### src/rtl/evr_pkg.sv
package evr_pkg;
  localparam int NSRC   = 9;
  localparam int NASYNC = 8;
  localparam int NDET   = 7;

  typedef enum logic [2:0] {
    MODE_STARTUP = 3'd0,
    MODE_RESTART = 3'd1,
    MODE_NORMAL  = 3'd2,
    MODE_STANDBY = 3'd3,
    MODE_FLASH   = 3'd4,
    MODE_SLEEP   = 3'd5
  } mode_e;

  // flag / enable positions
  localparam int SRC_WDOG  = 0;
  localparam int SRC_TEMP  = 1;
  localparam int SRC_GND   = 2;
  localparam int SRC_SPI   = 3;
  localparam int SRC_SENSE = 4;
  localparam int SRC_SHORT = 5;
  localparam int SRC_CAN   = 6;
  localparam int SRC_LIN   = 7;
  localparam int SRC_WAKE  = 8;

  // detector slots
  localparam int DET_TEMP  = 0;
  localparam int DET_GND   = 1;
  localparam int DET_SENSE = 2;
  localparam int DET_SHORT = 3;
  localparam int DET_CAN   = 4;
  localparam int DET_LIN   = 5;
  localparam int DET_WAKE  = 6;

  typedef enum logic [1:0] {
    KIND_ANY  = 2'd0,
    KIND_FALL = 2'd1,
    KIND_RISE = 2'd2
  } det_kind_e;

  function automatic det_kind_e kind_of(int slot);
    case (slot)
      DET_SENSE, DET_WAKE: return KIND_FALL;
      DET_SHORT:           return KIND_RISE;
      default:             return KIND_ANY;
    endcase
  endfunction
endpackage

### src/rtl/evr_sync.sv
module evr_sync #(
  parameter int W      = 1,
  parameter int STAGES = 2
) (
  input  logic         clk_i,
  input  logic         rst_ni,
  input  logic [W-1:0] d_i,
  output logic [W-1:0] q_o
);
  logic [W-1:0] stage_q [STAGES];

  always_ff @(posedge clk_i or negedge rst_ni) begin
    if (!rst_ni) stage_q[0] <= '0;
    else         stage_q[0] <= d_i;
  end

  for (genvar s = 1; s < STAGES; s++) begin : g_stage
    always_ff @(posedge clk_i or negedge rst_ni) begin
      if (!rst_ni) stage_q[s] <= '0;
      else         stage_q[s] <= stage_q[s-1];
    end
  end

  assign q_o = stage_q[STAGES-1];
endmodule

### src/rtl/evr_detect.sv
module evr_detect
  import evr_pkg::*;
#(
  parameter det_kind_e KIND = KIND_ANY
) (
  input  logic clk_i,
  input  logic rst_ni,
  input  logic lvl_i,
  output logic evt_o
);
  logic prev_q;

  always_ff @(posedge clk_i or negedge rst_ni) begin
    if (!rst_ni) prev_q <= 1'b0;
    else         prev_q <= lvl_i;
  end

  if (KIND == KIND_FALL) begin : g_fall
    assign evt_o = prev_q & ~lvl_i;
  end else if (KIND == KIND_RISE) begin : g_rise
    assign evt_o = ~prev_q & lvl_i;
  end else begin : g_any
    assign evt_o = prev_q ^ lvl_i;
  end
endmodule

### src/rtl/evr_route.sv
module evr_route
  import evr_pkg::*;
(
  input  logic [2:0]      mode_i,
  input  logic [NSRC-1:0] en_i,
  input  logic            wdog_i,
  input  logic            spi_i,
  input  logic [NDET-1:0] evt_i,
  output logic [NSRC-1:0] set_o,
  output logic            rst_cause_o
);
  logic standby, boot, awake;

  always_comb begin
    standby = (mode_i == MODE_STANDBY);
    boot    = (mode_i == MODE_STARTUP) || (mode_i == MODE_RESTART);
    awake   = (mode_i == MODE_NORMAL) || (mode_i == MODE_FLASH) || standby;

    set_o            = '0;
    set_o[SRC_WDOG]  = wdog_i & en_i[SRC_WDOG] & standby;
    set_o[SRC_TEMP]  = evt_i[DET_TEMP] & en_i[SRC_TEMP];
    set_o[SRC_GND]   = evt_i[DET_GND] & en_i[SRC_GND];
    set_o[SRC_SPI]   = spi_i & en_i[SRC_SPI] & ~boot;
    set_o[SRC_SENSE] = evt_i[DET_SENSE] & en_i[SRC_SENSE];
    set_o[SRC_SHORT] = evt_i[DET_SHORT] & en_i[SRC_SHORT];
    set_o[SRC_CAN]   = evt_i[DET_CAN] & en_i[SRC_CAN];
    set_o[SRC_LIN]   = evt_i[DET_LIN] & en_i[SRC_LIN];
    set_o[SRC_WAKE]  = evt_i[DET_WAKE] & en_i[SRC_WAKE] & awake;

    rst_cause_o = (wdog_i & ~(en_i[SRC_WDOG] & standby))
                | (spi_i & en_i[SRC_SPI] & boot)
                | (evt_i[DET_WAKE] & ~en_i[SRC_WAKE] & standby);
  end
endmodule

### src/rtl/evr_event_router.sv
module evr_event_router
  import evr_pkg::*;
#(
  parameter int SYNC_STAGES = 2
) (
  input  logic            clk_i,
  input  logic            rst_ni,
  input  logic [2:0]      mode_i,
  input  logic [NSRC-1:0] en_i,
  input  logic            wdog_ovf_i,
  input  logic            spi_len_err_i,
  input  logic            temp_warn_i,
  input  logic            gnd_shift_i,
  input  logic            sense_i,
  input  logic            short_v2_i,
  input  logic            short_v3_i,
  input  logic            can_fail_i,
  input  logic            lin_fail_i,
  input  logic            wake_i,
  input  logic [NSRC-1:0] clr_i,
  output logic [NSRC-1:0] flags_o,
  output logic            irq_no,
  output logic            rst_req_o
);
  logic [NASYNC-1:0] raw, synced;
  logic [NDET-1:0]   lvl, evt;
  logic [NSRC-1:0]   set, flag_q;
  logic              rst_cause, rst_q;

  assign raw = {wake_i, lin_fail_i, can_fail_i, short_v3_i, short_v2_i,
                sense_i, gnd_shift_i, temp_warn_i};

  evr_sync #(.W(NASYNC), .STAGES(SYNC_STAGES)) u_sync (
    .clk_i (clk_i),
    .rst_ni(rst_ni),
    .d_i   (raw),
    .q_o   (synced)
  );

  always_comb begin
    lvl            = '0;
    lvl[DET_TEMP]  = synced[0];
    lvl[DET_GND]   = synced[1];
    lvl[DET_SENSE] = synced[2];
    lvl[DET_SHORT] = synced[3] | synced[4];
    lvl[DET_CAN]   = synced[5];
    lvl[DET_LIN]   = synced[6];
    lvl[DET_WAKE]  = synced[7];
  end

  for (genvar d = 0; d < NDET; d++) begin : g_det
    evr_detect #(.KIND(kind_of(d))) u_det (
      .clk_i (clk_i),
      .rst_ni(rst_ni),
      .lvl_i (lvl[d]),
      .evt_o (evt[d])
    );
  end

  evr_route u_route (
    .mode_i     (mode_i),
    .en_i       (en_i),
    .wdog_i     (wdog_ovf_i),
    .spi_i      (spi_len_err_i),
    .evt_i      (evt),
    .set_o      (set),
    .rst_cause_o(rst_cause)
  );

  // set wins over clear
  always_ff @(posedge clk_i or negedge rst_ni) begin
    if (!rst_ni) flag_q <= '0;
    else         flag_q <= (flag_q & ~clr_i) | set;
  end

  // merge back-to-back causes into one pulse
  always_ff @(posedge clk_i or negedge rst_ni) begin
    if (!rst_ni) rst_q <= 1'b0;
    else         rst_q <= rst_cause & ~rst_q;
  end

  assign flags_o   = flag_q;
  assign irq_no    = ~|flag_q;
  assign rst_req_o = rst_q;

  for (genvar i = 0; i < NSRC; i++) begin : g_chk
    p_sticky_r9: assert property (@(posedge clk_i) disable iff (!rst_ni)
      (flags_o[i] && !clr_i[i]) |=> flags_o[i]);
    p_set_needs_en_r2: assert property (@(posedge clk_i) disable iff (!rst_ni)
      (!flags_o[i] && !en_i[i]) |=> !flags_o[i]);
  end

  p_pulse_r11: assert property (@(posedge clk_i) disable iff (!rst_ni)
    rst_req_o |=> !rst_req_o);

  p_wdog_irq_r6: assert property (@(posedge clk_i) disable iff (!rst_ni)
    (wdog_ovf_i && en_i[SRC_WDOG] && mode_i == MODE_STANDBY) |=> flags_o[SRC_WDOG]);

  p_wdog_rst_r6: assert property (@(posedge clk_i) disable iff (!rst_ni)
    (wdog_ovf_i && mode_i != MODE_STANDBY && !rst_req_o) |=> rst_req_o);

  p_spi_boot_r7: assert property (@(posedge clk_i) disable iff (!rst_ni)
    (spi_len_err_i && en_i[SRC_SPI] && (mode_i == MODE_STARTUP || mode_i == MODE_RESTART)
     && !rst_req_o) |=> rst_req_o);

  p_irq_line_r10: assert property (@(posedge clk_i) disable iff (!rst_ni)
    $rose(flags_o[SRC_TEMP]) |-> !irq_no);
endmodule

### config.mk
export PLATFORM = sky130hd
export DESIGN_NAME = evr_event_router
export DESIGN_NICKNAME = d
export VERILOG_FILES = /design/src/rtl/evr_pkg.sv /design/src/rtl/evr_sync.sv /design/src/rtl/evr_detect.sv /design/src/rtl/evr_route.sv /design/src/rtl/evr_event_router.sv
export SDC_FILE = /design/constraint.sdc
export NUM_CORES = 1
export LEC_CHECK = 0
export BUFFER_PORTS_ARGS = -buffer_cell sky130_fd_sc_hd__clkbuf_2
export CORE_MARGIN = 2
export CORE_UTILIZATION = 47
export CTS_CLUSTER_SIZE = 40
export DETAILED_ROUTE_END_ITERATION = 12
export GPL_TIMING_DRIVEN = 1
export PLACE_DENSITY_LB_ADDON = 0.05
export SLEW_MARGIN = 20
export SYNTH_ARGS = -nofsm -noshare
export SYNTH_HDL_FRONTEND = slang
export SYNTH_HIERARCHICAL = 1
export SYNTH_SLANG_ARGS = --single-unit
### constraint.sdc
create_clock -name clk_i -period 1.7 [get_ports clk_i]
set_clock_uncertainty 0.15 [all_clocks]
set_input_delay 0.085 -clock clk_i [delete_from_list [all_inputs] [get_ports clk_i]]
set_output_delay 0.085 -clock clk_i [all_outputs]
set_load 0.05 [all_outputs]
==> flow_metrics.tcl <==
set metrics [dict create \
    synth_area_leaders "dfrtp_1 (67%), a21o_1 (4.9%), buf_4 (4.9%)" \
    powerDensity_nw_per_um2 879 \
    ant_nets 0 \
    gp_congestion 0.599 \
    dr.first_iter.drc_count 3 \
    overflow 0 \
    drive_gt1_share_pct 40.4 \
    hp-start "en_i[0]" \
    vias_per_cell 4.53 \
    cts_sinks 33 \
    startpoint_type "flip-flop" \
    fmax_ghz 0.523 \
    cap_violations 0 \
    tightest_slew_ns 0.548 \
    required_ns 1.46 \
    setup_slack_ns -0.212 \
    core_um2 2480 \
    yosysUniqueCellTypes 23 \
    dieHeight_um 55.2 \
    clockBufferDepth 2 \
    io_buffer_count 43 \
    seq_area_frac_synth_pct 67.1 \
    final_util_pct 73.0 \
    synthTopCellsByCount "dfrtp_1 (33), inv_1 (9), a21o_1 (8), buf_4 (8), and2_1 (6)" \
    place_hpwl_mm 1.31 \
    fin_crit_sh_pct 112 \
    pwr-share-clk_pct 27.1 \
    pre_cts_ws_ns 0.0736 \
    grt_max_degree 24 \
    layout.nets 194 \
    r2r_cells 4 \
    grt_pass1_vias 857 \
    startpoint "flags_o[3]" \
    syn_area_um2 1230 \
    pwr-share-comb_pct 18.5 \
    synthMostInstantiatedCell "dfrtp_1" \
    p_leak_nw 0.984 \
    die_area_um2 3040 \
    setup_viol 1 \
    relSlewSlack_pct 63.5 \
    hold_path_class "in -> reg" \
    status "complete, but fails checks" \
    total_power_mw 1.59 \
    drt_pass1_iterations 2 \
    fp.dieW_um 55.2 \
    insertion_delay_ns 0.32 \
    ys_ff_latch 33 \
    numCtsBuffers 5 \
    synth_nets 121 \
    pin_count 44 \
    grt_setup_unrepaired "true" \
    cts_root_buffer "clkbuf_4" \
    holdPathEnd "rst_req_o" \
    path_class "reg -> out" \
    synth_top_area_share_pct 67.1 \
    ys.warnings.count 6 \
    synth_top_area_cell "dfrtp_1" \
    fin_crit_ns 1.91 \
    htree_levels 2 \
    antennaDiodeCount 0 \
    p_sw_mw 0.421 \
    avgSynthCellArea_um2 14.0 \
    cts_tree "yes" \
    timing.rr.start "u_sync/q_o[1]" \
    totalWireLength_mm 2.16 \
    critPathMaxFanout 2 \
    ir_drop_mv 0.668 \
    synth_edf_count 0 \
    route.detailed.drc 0 \
    rows 18 \
    hold_viol_final 0 \
    power_frac_seq_pct 54.5 \
    track_usage_pct 17.0 \
    synthToLayoutAreaGrowth_pct 47.0 \
    holdPathStages 4 \
    cp-end-kind "primary output" \
    r2r_slack_ns 0.05 \
    grt_pass1_wl_mm 3.33 \
    postSynthCellCount 88 \
    clkTransAtPathRegs_ns 0.09 \
    initial_utilization_pct 49.6 \
    tns_ns -0.212 \
    swShare_pct 26.5 \
    cp.arrival_ns 1.68 \
    antenna_found_initial 0 \
    drv_slew 0 \
    vias 866 \
    rr_endpoint "flags_o[2]" \
    synth_flop_cell "dfrtp_1" \
    wl_per_cell_um 11.3 \
    violations "setup timing" \
    async_flop_share_pct 100 \
    p_int_mw 1.17 \
]
==> final cells by class <==
type                    count  area [µm²]
clock buffers               7        55.1
fillers                   177         669
inverters                   9        33.8
multi-input cells          38         323
flip-flops and latches     33         831
well taps                  30        37.5
repair buffers             74         528
==> state kept, by name, summed over array words and instances (netlist names) <==
name and cells:
flags_o 9, g_det.u_det/prev_q 7, rst_req_o 1, u_sync/q_o 8, u_sync/stage_q 8
==> per-layer routing <==
layer | vias up | part of all wire, % | routed length (µm) | GRT usage [%]
li1 | 423 | - | - | -
met1 | 402 | 41 | 875 | 17.7
met2 | 35 | 50 | 1080 | 28.6
met3 | 6 | 7.3 | 157 | 8.87
met4 | 0 | 2.2 | 48 | 7.32
met5 | - | 0 | 0 | 0
==> through the flow <==
step / hold slack (ns) / cells / instance area [µm²]
finish: 0.0696 / 191 / 1810
global route: 0.0858 / 191 / 1810
global placement: -0.0628 / 154 / 1450
floorplan: -0.361 / 88 / 1250
detailed placement: -0.0547 / 154 / 1450
CTS: 0.0525 / 190 / 1800
==> worst max path at each step <==
stage	to	slack [ns]	cells after the start
2_1_floorplan	irq_no	-0.16	2
3_3_place_gp	irq_no	0.10	3
3_5_place_dp	irq_no	0.07	3
4_1_cts	irq_no	-0.22	3
5_1_grt	irq_no	-0.27	3
6_report	irq_no	-0.21	3
==> cells in the final DEF, fill, tap and decap left out <==
| cell | count |
|---|---|
| a221o_1 | 1 |
| buf_4 | 3 |
| clkbuf_8 | 1 |
| and4bb_2 | 1 |
| o211a_1 | 1 |
| a21o_1 | 8 |
| clkbuf_1 | 1 |
| nand4b_1 | 1 |
| nor2b_4 | 3 |
| clkbuf_2 | 42 |
| xor2_1 | 4 |
| nor4_4 | 1 |
| and2_1 | 6 |
| and3_1 | 1 |
| nor2b_1 | 2 |
| or4_4 | 1 |
| dfrtp_1 | 29 |
| dfrtp_2 | 4 |
| a21oi_1 | 1 |
| buf_8 | 1 |
| or3b_1 | 1 |
| or2_2 | 1 |
| dlygate4sd3_1 | 28 |
| clkbuf_4 | 5 |
| and3b_1 | 1 |
| inv_1 | 9 |
| or2b_2 | 1 |
| nand2_1 | 1 |
| a21o_2 | 1 |
| or3_1 | 1 |
==> power by group through the flow <==
stage	sequential, mW	clock (mW)	combinational [mW]
after global routing	0.872	0.488	0.321
final	0.866	0.430	0.294
after CTS	0.867	0.453	0.298
after global placement	0.879	0	0.231
after floorplan	0.952	0	0.0830
after detailed placement	0.883	0	0.231
==> what timing repair did <==
action                     CTS  global route
setup endpoints to repair    1             4
hold buffers                28             3
gates resized for setup      2             1
buffers inserted             1             1
hold endpoints to repair    40             3
==> logic make-up after synthesis <==
kind of cell,Yosys count,share of synthesized area (%)
AO/OA/AOI/OAI,12,7.63
XOR/XNOR,4,2.85
buffers and inverters,17,7.63
flip-flops,33,67.1
AND/OR/NAND/NOR,22,14.8
==> worst max-delay path: stages, from the launching register on <==
cell and delay, ns:
dfrtp_2 0.41, or4_4 0.55, nor4_4 0.20, buf_8 0.19
No activity file was read; power rests on OpenSTA's default activity.
